`src/rtl/burst_seq_pkg.sv`:
```
package burst_seq_pkg;
    localparam int BEAT_W = 2;

    typedef enum logic [1:0] {
        CMD_HOLD  = 2'd0,
        CMD_LOAD  = 2'd1,
        CMD_DESEL = 2'd2,
        CMD_STEP  = 2'd3
    } cmd_e;
endpackage

```
`src/rtl/burst_cmd_qual.sv`:
```
module burst_cmd_qual
    import burst_seq_pkg::*;
#(
    parameter int NSEL = 3
) (
    input  logic            clk_en_n,
    input  logic            step,
    input  logic [NSEL-1:0] sel_n,
    input  logic            active,
    output cmd_e            cmd
);
    logic all_sel;

    always_comb begin
        all_sel = (sel_n == '0);
        if (clk_en_n) begin
            cmd = CMD_HOLD;
        end else if (!step) begin
            cmd = all_sel ? CMD_LOAD : CMD_DESEL;
        end else begin
            // selects and write strobe are never consulted on an advance
            cmd = active ? CMD_STEP : CMD_HOLD;
        end
    end
endmodule

```
`src/rtl/burst_order_gen.sv`:
```
module burst_order_gen
    import burst_seq_pkg::*;
(
    input  logic [BEAT_W-1:0] start,
    input  logic [BEAT_W-1:0] beat,
    input  logic              interleave,
    output logic [BEAT_W-1:0] low
);
    logic [BEAT_W-1:0] lin_low;
    logic [BEAT_W-1:0] il_low;

    always_comb begin
        lin_low = start + beat;
        il_low  = start ^ beat;
        low     = interleave ? il_low : lin_low;
    end
endmodule

```
`src/rtl/burst_addr_seq.sv`:
```
module burst_addr_seq
    import burst_seq_pkg::*;
#(
    parameter int ADDR_W = 18,
    parameter int NLANE  = 4,
    parameter int NSEL   = 3
) (
    input  logic              clk,
    input  logic              rst_n,
    input  logic              clk_en_n,
    input  logic              step,
    input  logic [NSEL-1:0]   sel_n,
    input  logic              wr_n,
    input  logic              mode_il,
    input  logic [ADDR_W-1:0] addr_in,
    input  logic [NLANE-1:0]  lane_en,
    output logic [ADDR_W-1:0] addr_out,
    output logic              acc_valid,
    output logic              acc_write,
    output logic [NLANE-1:0]  lane_en_out
);
    localparam int HI_W = ADDR_W - BEAT_W;

    typedef struct packed {
        logic              valid;
        logic              write;
        logic              interleave;
        logic [ADDR_W-1:0] base;
        logic [BEAT_W-1:0] beat;
        logic [NLANE-1:0]  lanes;
    } seq_state_t;

    seq_state_t        st_d, st_q;
    cmd_e              cmd;
    logic [BEAT_W-1:0] low;

    burst_cmd_qual #(.NSEL(NSEL)) qual_i (
        .clk_en_n (clk_en_n),
        .step     (step),
        .sel_n    (sel_n),
        .active   (st_q.valid),
        .cmd      (cmd)
    );

    burst_order_gen order_i (
        .start      (st_q.base[BEAT_W-1:0]),
        .beat       (st_q.beat),
        .interleave (st_q.interleave),
        .low        (low)
    );

    always_comb begin
        st_d = st_q;
        unique case (cmd)
            CMD_LOAD: begin
                st_d.valid      = 1'b1;
                st_d.write      = ~wr_n;
                st_d.interleave = mode_il;
                st_d.base       = addr_in;
                st_d.beat       = '0;
                st_d.lanes      = wr_n ? '0 : lane_en;
            end
            CMD_DESEL: begin
                st_d.valid = 1'b0;
                st_d.write = 1'b0;
                st_d.beat  = '0;
                st_d.lanes = '0;
            end
            CMD_STEP: begin
                st_d.beat  = st_q.beat + 1'b1;
                st_d.lanes = st_q.write ? lane_en : '0;
            end
            default: begin
            end
        endcase
    end

    always_ff @(posedge clk) begin
        if (!rst_n) begin
            st_q <= '0;
        end else begin
            st_q <= st_d;
        end
    end

    assign addr_out    = st_q.valid ? {st_q.base[ADDR_W-1:BEAT_W], low} : '0;
    assign acc_valid   = st_q.valid;
    assign acc_write   = st_q.write;
    assign lane_en_out = st_q.lanes;

    // a frozen edge changes nothing visible
    a_r8_freeze_holds: assert property (@(posedge clk) disable iff (!rst_n)
        (clk_en_n && $past(rst_n)) |=> ($stable(addr_out) && $stable(acc_valid)
                            && $stable(acc_write) && $stable(lane_en_out)));

    // advancing keeps valid, type and upper bits
    a_r4_step_keeps_upper: assert property (@(posedge clk) disable iff (!rst_n)
        (!clk_en_n && step && acc_valid) |=> (acc_valid && $stable(acc_write)
                            && $stable(addr_out[ADDR_W-1:BEAT_W])));

    // advancing with nothing in progress stays idle
    a_r9_idle_step: assert property (@(posedge clk) disable iff (!rst_n)
        (!clk_en_n && step && !acc_valid) |=> (!acc_valid && addr_out == '0));

    // deselect on a load edge ends any access
    a_r3_deselect: assert property (@(posedge clk) disable iff (!rst_n)
        (!clk_en_n && !step && sel_n != '0) |=> (!acc_valid && !acc_write));

    // linear order steps the low bits by one, modulo four
    a_r6_linear_inc: assert property (@(posedge clk) disable iff (!rst_n)
        (cmd == CMD_STEP && !st_q.interleave) |=>
            (addr_out[BEAT_W-1:0] == BEAT_W'($past(addr_out[BEAT_W-1:0]) + 1'b1)));

    // no lane enables outside a write
    a_r10_lanes_read: assert property (@(posedge clk) disable iff (!rst_n)
        !acc_write |-> (lane_en_out == '0));

    initial begin
        if (HI_W < 1) $error("ADDR_W must exceed BEAT_W");
    end
endmodule

```
`config.mk`:
```
export PLATFORM = sky130hd
export DESIGN_NAME = burst_addr_seq
export DESIGN_NICKNAME = d
export VERILOG_FILES = /design/src/rtl/burst_seq_pkg.sv /design/src/rtl/burst_cmd_qual.sv /design/src/rtl/burst_order_gen.sv /design/src/rtl/burst_addr_seq.sv
export SDC_FILE = /design/constraint.sdc
export NUM_CORES = 1
export LEC_CHECK = 0
export CORE_ASPECT_RATIO = 0.5
export CORE_MARGIN = 5
export CORE_UTILIZATION = 50
export DETAILED_ROUTE_END_ITERATION = 12
export DONT_BUFFER_PORTS = 1
export PLACE_DENSITY = 0.63
export REMOVE_ABC_BUFFERS = 1
export SYNTH_ARGS = -nofsm -noshare
export SYNTH_HDL_FRONTEND = slang
export SYNTH_SLANG_ARGS = --single-unit
```
`constraint.sdc`:
```
create_clock -name clk -period 2.7 [get_ports clk]
set_clock_uncertainty 0.05 [all_clocks]
set_input_delay 0.27 -clock clk [delete_from_list [all_inputs] [get_ports clk]]
set_output_delay 0.27 -clock clk [all_outputs]
set_load 0.1 [all_outputs]
```
==> qor.csv, run 1 <==
metric,value,unit
status,"complete, no violations",
Syn Area/Cell,9.635,µm²
Post-synth EDFFs,0,
max-cap violations,0,
Fin Hold WS,0.07445,ns
CP Class,reg2reg,
Final Max Tran Viols,0,
period utilization,0.7231,
register area,541.8,µm²
Sum Neg Setup Slack,0,ns
Fmax,512.2,MHz
Worst Setup Start Kind,register,
mapped cell area,1320,µm²
Synth Flop Type,dfxtp_1,
post-route ant nets,0,
Routed WL,2.465,mm
Diodes inserted,0,
count of different cell masters after synthesis,22,
sequential area share after synthesis,0.4095,
# IOs,55,
Hold Path Class,in2reg,
Final #Nets,190,
crit path time final,1.952,ns
peak supply drop,296.7,µV
complex-gate fraction of the synthesized area,0.03791,
Worst-Margin Slew,0.9792,ns
PortBufs,0,
DR DRC count,0,
Finished Core Util,0.5938,
Crit Path Max Fanout,10,
total track usage,0.1422,
Die Ht,46.33,µm
buffer type at the clock tree root,clkbuf_8,
Synth Area in Adders,0.05687,
gate count of the mapped netlist,137,
clk_lat worst skew,0.27,ns
total gr overflow,0,
"commonest cells after routing, fill and taps aside","26 x dfxtp_1, 23 x mux2i_1, 22 x nor2b_1, 22 x buf_4, 18 x and2_1",
WP data required,2.80,ns
mux cell area share after synthesis,0.1744,
Post-CTS Setup Inserts,0,
Fin. Hold Viols,0,
number of buffers created by CTS,3,
final setup fails,0,
routability cong.,0.7330,
RSZ-0062 raised after global routing,false,
Simple-Gate Fraction of Synth Area,0.2502,
ys async rst share,0,
core area,2554,µm²
DR vias,916,
fraction of layout instances using a drive strength above 1,0.2039,
clock slew seen by the registers of the worst setup and hold paths,0.09,ns
Detail Placement HPWL,1.881,mm
antenna violations before repair,0,
Synth Warn #,0,
CTS max path bufs,2,
Multi-input gate area,705.7,µm²
main combinational cell family by area after synthesis,simple AND/OR/NAND/NOR gates,
static leakage,0.6159,nW
WP data arrival,2.05,ns
via/cell ratio,4.847,
Layout area overhead,14.88,%
drt pass-1 iters,4,
"most common cell after layout, fill and taps aside",dfxtp_1,
Die Area,3830,µm²
CP Capture Type,register,
wire per inst,13.04,µm
power per cell area,519.3,nW/µm²
die span in x,82.67,µm
first-pass GRT wire length,3.988,mm
H-tree Lvls,1,
Slew Limit Headroom,0.3463,
CTS Hold Bufs,0,
Row Count,13,
initial DRC count,22,
XOR/XNOR Fraction of Synth Area,0.01327,
clock sink count,27,
Yosys reg bits,27,
CTS tree,built,
number of global-route vias before repair,888,
cts repair resizes,0,
initial core utilization,0.5169,
largest net degree at the start of global routing,26,
Filler cells,249,
[synthesized netlist by cell type (2+ instances only)]
master / instances / area [µm²]
a21o_1: 2 / 15.01
a21oi_1: 4 / 20.02
and2_1: 18 / 112.6
buf_4: 6 / 45.04
clkbuf_1: 4 / 15.01
dfxtp_1: 27 / 540.5
ha_1: 6 / 75.07
inv_1: 2 / 7.510
mux2i_1: 23 / 230.2
nand2_1: 4 / 15.01
nor2_1: 6 / 22.52
nor2b_1: 22 / 137.6
nor3_1: 2 / 10.01
o21ai_0: 3 / 15.01
[worst paths after layout]
check / from / to / slack, ns / cells after the start
worst max-delay path: acc_valid$_SDFFE_PN0P_ / lane_en_out[1]$_SDFFE_PN0P_ / 0.75 / 7
worst min register to register: st_q[5]$_SDFFE_PN0P_ / st_q[5]$_SDFFE_PN0P_ / 0.44 / 2
worst min-delay path: rst_n / acc_valid$_SDFFE_PN0P_ / 0.07 / 1
worst max register to register: acc_valid$_SDFFE_PN0P_ / lane_en_out[1]$_SDFFE_PN0P_ / 0.75 / 7
[metrics by stage]
step                total power [mW]  cells  setup slack [ns]  cell area (µm²)
floorplan                     0.5513    126           -0.2000             1255
global placement              0.5728    185            0.5483             1470
CTS                           0.8006    189            0.7048             1516
detailed placement            0.5749    185            0.4656             1470
global route                  0.8274    189            0.5877             1516
finish                        0.7874    189            0.7476             1516
[where the power goes]
part           switching, mW  internal (mW)
sequential            0.0402          0.413
combinational         0.0702         0.0410
clock                  0.120          0.103
total                  0.231          0.557
[metal layers]
layer	vias up	part of all wire	GRT usage
met3	2	0.10	0.06836
met4	0	0.0032	0.02932
met2	32	0.49	0.2643
met1	413	0.41	0.1489
met5	-	0	0
li1	469	-	-
[sequential cells by signal, indices dropped and copies added (netlist names)]
register,cells
lane_en_out,4
st_q,21
acc_write,1
acc_valid,1
[layout make-up]
cell class | count | area share
timing repair buffer | 22 | 0.1089
multi-input combinational | 96 | 0.4653
tap | 37 | 0.03053
clock inverter | 1 | 0.003300
clock buffer | 3 | 0.02723
inverter | 3 | 0.007426
sequential | 27 | 0.3573
[worst max-delay path: stages (launching register included)]
cell and delay (ns):
dfxtp_2 0.44, inv_1 0.10, a21oi_1 0.16, nand2_1 0.10, ha_1 0.33, a21o_1 0.20
o21ai_0 0.35, nor2_1 0.10
[cell families after synthesis]
| logic type | after synthesis |
|---|---|
| adders and majority gates | 6 |
| AOI/OAI and AO/OA | 9 |
| muxes | 23 |
| xor gates and xnor gates | 2 |
| DFF | 27 |
| buffers and inverters | 14 |
| and+or+nand+nor | 56 |
Power figures use the tool's default switching activity.
==> run 2, diff against run 1 <==
- PLACE_DENSITY: 0.63 -> 0.66
- clock period: 2.7 -> 1.65 ns (I/O delays scaled with it)
==> run 2 against run 1 <==
  * The flow now finishes with violations (hold timing)
  * Register-to-register slack worse by 0.67 ns
  * Global-route usage is 0.87 points higher
  * Routed wire length grew 13%
  * Clock power up 67%
  * Worst setup slack got worse by 0.69 ns
  * Hold slack lost 0.079 ns
  * First-iteration DRC count is 18% lower
  * Die area unchanged
  * Critical endpoint is now addr_out[1]
==> qor.csv, run 2 (synthesis gave the netlist of run 1 again) <==
metric,value,unit
total gr overflow,0,
fin area,1921,µm²
status,finished with violations,
Crit Path Max Fanout,4,
power per cell area,705.1,nW/µm²
Fmax,629.1,MHz
pre-CTS WS,-0.1718,ns
CTS tree,built,
DR vias,963,
Hold Path Class,in2reg,
initial DRC count,18,
setup ws final,0.06037,ns
# IOs,55,
WP data required,1.43,ns
first-pass GRT wire length,4.291,mm
Fin. Hold Viols,1,
sequential power share,0.508,
Largest Register,st_q,
routability cong.,0.6980,
period utilization,0.9634,
Diodes inserted,0,
Clock power frac,0.275,
"Slowest-stage cell, CP",dfxtp_4,
Routed WL,2.783,mm
clock slew seen by the registers of the worst setup and hold paths,0.09,ns
total track usage,0.1509,
drt pass-1 iters,4,
DR DRC count,0,
CTS max path bufs,2,
reg2reg setup slack,0.08,ns
WP data arrival,1.37,ns
buffer type at the clock tree root,clkbuf_8,
crit path time final,1.590,ns
PortBufs,0,
Post-DP Area,1767,µm²
Detail Placement HPWL,2.016,mm
core area,2554,µm²
antenna violations before repair,0,
wire per inst,13.78,µm
total net switching power,0.3977,mW
CP Class,reg2out,
Die Area,3830,µm²
max-cap violations,0,
Slew Limit Headroom,0.5686,
max FFs per register,21,
peak supply drop,650.6,µV
number of global-route vias before repair,991,
final setup fails,0,
Tot Pwr,1.354,mW
largest net degree at the start of global routing,23,
Fin Hold WS,-0.004720,ns
clock sink count,27,
Row Count,13,
worst path cell trace,ha_4 -> nor2b_4 -> xnor2_1 -> nor2_2 -> buf_12,
Worst Setup Start Kind,register,
CP Capture Type,primary output,
Worst-Margin Slew,0.6450,ns
post-route ant nets,0,
combinational power share,0.217,
Layout area overhead,45.50,%
static leakage,0.7297,nW
Final #Nets,203,
"most common cell after layout, fill and taps aside",dfxtp_1,
number of buffers created by CTS,3,
max incr delay on CP,0.37,ns
die span in x,82.67,µm
Die Ht,46.33,µm
Finished Core Util,0.7521,
H-tree Lvls,1,
Internal,0.9565,mW
fraction of layout instances using a drive strength above 1,0.2909,
switch share,0.2937,
via/cell ratio,4.767,
Final Max Tran Viols,0,
initial core utilization,0.5169,
RSZ-0062 raised after global routing,true,
failing checks,hold timing,
clk_lat worst skew,0.27,ns
"commonest cells after routing, fill and taps aside","25 x dfxtp_1, 23 x mux2i_1, 21 x nor2b_1",
## run 2: cell count changes in the layout (fill, tap and decap cells not counted), moves of 3 or more
cell	change
buf_4	-11
ha_1	-4
buf_12	+19
dlygate4sd3_1	+3
ha_2	+3
## run 2: worst max-delay path: cells and delay by family (launching register included)
family / cells / cell delay (ns)
xor gates and xnor gates: 1 / 0.12
and+or+nand+nor: 2 / 0.26
buffers and inverters: 1 / 0.19
adders and majority gates: 1 / 0.15
DFF: 1 / 0.37
## run 2: final timing paths
kind,endpoint,from,cells past startpoint
worst max-delay path,addr_out[1],st_q[4]$_SDFFE_PN0P_,5
worst min-delay path,lane_en_out[1]$_SDFFE_PN0P_,lane_en[1],2
worst max register to register,st_q[15]$_SDFFE_PN0N_,acc_valid$_SDFFE_PN0P_,7
worst min register to register,st_q[5]$_SDFFE_PN0P_,st_q[5]$_SDFFE_PN0P_,2
## run 2: power by group through the flow
stage               Sequential (mW)  Clock, mW  Combinational, mW
detailed placement            0.703          0              0.271
finish                        0.688      0.372              0.294
floorplan                     0.785          0              0.117
CTS                           0.689      0.382              0.283
global route                  0.692      0.409              0.314
global placement              0.702          0              0.267
## run 2: per-layer routing
layer	global-route usage	wire length (µm)	up-vias
li1	-	-	498
met1	0.1461	1113	433
met2	0.2866	1376	29
met3	0.08594	282	3
met4	0.02932	10	0
met5	0	0	-
## run 2: layout make-up
cell class | count | area (µm²)
repair buffers | 35 | 529.3
clock buffers | 4 | 45.04
flip-flops and latches | 27 | 545.5
fillers | 192 | 633.1
well taps | 37 | 46.29
inverters | 3 | 11.26
multi-input cells | 96 | 743.2
## run 2: timing repair
| item | 4_1_cts | 5_1_grt |
|---|---|---|
| buffers inserted | 0 | 1 |
| pin swaps | 0 | 2 |
| setup endpoints to repair | 12 | 7 |
| gates resized for setup | 2 | 12 |
| cloned | 0 | 1 |
| hold endpoints to repair | 23 | 1 |
| hold buffers | 2 | 1 |
## run 2: stage by stage
stage                     setup TNS [ns]  hold slack [ns]  instances
after floorplan                   -37.95           0.2367        126
after global placement            -3.059           0.2422        193
after detailed placement          -3.888           0.2449        193
after CTS                              0        0.0005373        199
after global routing           -0.007377         0.007990        202
final                                  0        -0.004720        202
==> run 3, diff against run 2 <==
- MAX_ROUTING_LAYER: not set -> met4
==> run 3 against run 2 <==
  * The run still ends with hold timing left
  * Core utilization did not move
  * Non-clock buffer count unchanged
  * Global-route usage is 0.46 points higher
  * Combinational power hardly changed
  * Die area unchanged
  * Routed wire length fell by 0.36%
  * Sequential share of layout area did not move
==> qor.csv, run 3 (synthesis gave the netlist of run 1 again) <==
metric,value,unit
status,finished with violations,
failing checks,hold timing,
H-tree Lvls,1,
R2R Path Start,acc_valid$_SDFFE_PN0P_,
period utilization,0.9624,
combinational power share,0.217,
Final #Nets,203,
Die Ht,46.33,µm
initial core utilization,0.5169,
M2 GR Usage,0.2866,
number of buffers created by CTS,3,
Filler cells,192,
met1 global-route usage,0.1519,
antenna violations before repair,0,
"most common cell after layout, fill and taps aside",dfxtp_1,
gr busiest metal,met2,
# IOs,55,
Final Max Tran Viols,0,
via/cell ratio,4.752,
largest net degree at the start of global routing,23,
CTS max path bufs,2,
CTS tree,built,
sequential power share,0.509,
Final Instance Count excl. Fillers,202,
power per cell area,703.8,nW/µm²
CP Class,reg2out,
final setup fails,0,
WP data arrival,1.37,ns
Row Count,13,
static leakage,0.7297,nW
Fin Hold WS,-0.003245,ns
total net switching power,0.3953,mW
"commonest cells after routing, fill and taps aside","25 x dfxtp_1, 23 x mux2i_1, 21 x nor2b_1",
Largest Register,st_q,
DR vias,960,
Worst Hold Launch,lane_en[1],
Internal,0.9564,mW
post-route ant nets,0,
Cells after DPL,193,
Detail Placement HPWL,2.016,mm
routability cong.,0.7056,
total gr overflow,0,
CP startpoint,st_q[4]$_SDFFE_PN0P_,
Hold Path Class,in2reg,
fraction of layout instances using a drive strength above 1,0.2909,
first-pass GRT wire length,4.291,mm
max FFs per register,21,
clock sink count,27,
CP Capture Type,primary output,
WP data required,1.43,ns
Layout area overhead,45.50,%
peak supply drop,646.5,µV
initial DRC count,20,
Worst Setup Start Kind,register,
core area,2554,µm²
wire per inst,13.73,µm
drt pass-1 iters,4,
die span in x,82.67,µm
Clock power frac,0.274,
Diodes inserted,0,
clock slew seen by the registers of the worst setup and hold paths,0.09,ns
Die Area,3830,µm²
Fmax,629.7,MHz
Routed WL,2.773,mm
RSZ-0062 raised after global routing,true,
Slew Limit Headroom,0.5686,
max-cap violations,0,
Tot Pwr,1.352,mW
DR DRC count,0,
clk_lat worst skew,0.27,ns
PortBufs,0,
crit path time final,1.588,ns
number of global-route vias before repair,991,
buffer type at the clock tree root,clkbuf_8,
switch share,0.2924,
Worst-Margin Slew,0.6449,ns
GR Util met3,0.07617,
total track usage,0.1555,
Sum Neg Setup Slack,0,ns
Crit Path Max Fanout,4,
Fin. Hold Viols,1,
-- run 3: routing by layer --
layer	wire length, µm	up-vias
met5	0	-
met1	1137	431
met2	1370	29
met3	254	3
li1	-	497
met4	10	0
-- run 3: path summary, 6_finish.rpt --
kind	endpoint	slack [ns]	cells past startpoint
max reg2reg	st_q[15]$_SDFFE_PN0N_	0.09	7
min reg2reg	st_q[5]$_SDFFE_PN0P_	0.46	2
min	lane_en_out[1]$_SDFFE_PN0P_	-0.003	2
max	addr_out[1]	0.06	5
-- run 3: critical path: stages (launching register included) --
cell     delay [ns]
dfxtp_4        0.37
ha_4           0.15
nor2b_4        0.11
xnor2_1        0.12
nor2_2         0.15
buf_12         0.19
-- run 3: metrics by stage --
step                  util  hold WS [ns]  setup WS [ns]  instance area (µm²)
global route        0.7521      0.008033      -0.007383                 1921
global placement    0.6918        0.2422        -0.1349                 1767
CTS                 0.7193     0.0005373        0.01681                 1837
finish              0.7521     -0.003245        0.06206                 1921
floorplan                -        0.2367         -1.145                 1255
detailed placement  0.6918        0.2449        -0.1718                 1767
-- run 3: cell type report --
class,count,area [µm²],share of cell area
Inverter,3,11.26,0.005863
Sequential cell,27,545.5,0.2840
Timing Repair Buffer,35,529.3,0.2756
Multi-Input combinational cell,96,743.2,0.3870
Tap cell,37,46.29,0.02410
Clock buffer,4,45.04,0.02345
-- run 3: what timing repair did --
| item | 4_1_cts | 5_1_grt |
|---|---|---|
| setup endpoints to repair | 12 | 7 |
| buffers inserted | 0 | 1 |
| gates cloned | 0 | 1 |
| resized for setup | 2 | 12 |
| hold buffers | 2 | 1 |
| hold endpoints to repair | 23 | 1 |
| pin swaps | 0 | 2 |
-- run 3: power by group through the flow --
stage               Combinational (mW)  Sequential (mW)  Clock (mW)
finish                           0.293            0.688       0.370
detailed placement               0.271            0.703           0
global route                     0.314            0.692       0.409
floorplan                        0.117            0.785           0
CTS                              0.283            0.689       0.382
global placement                 0.267            0.702           0
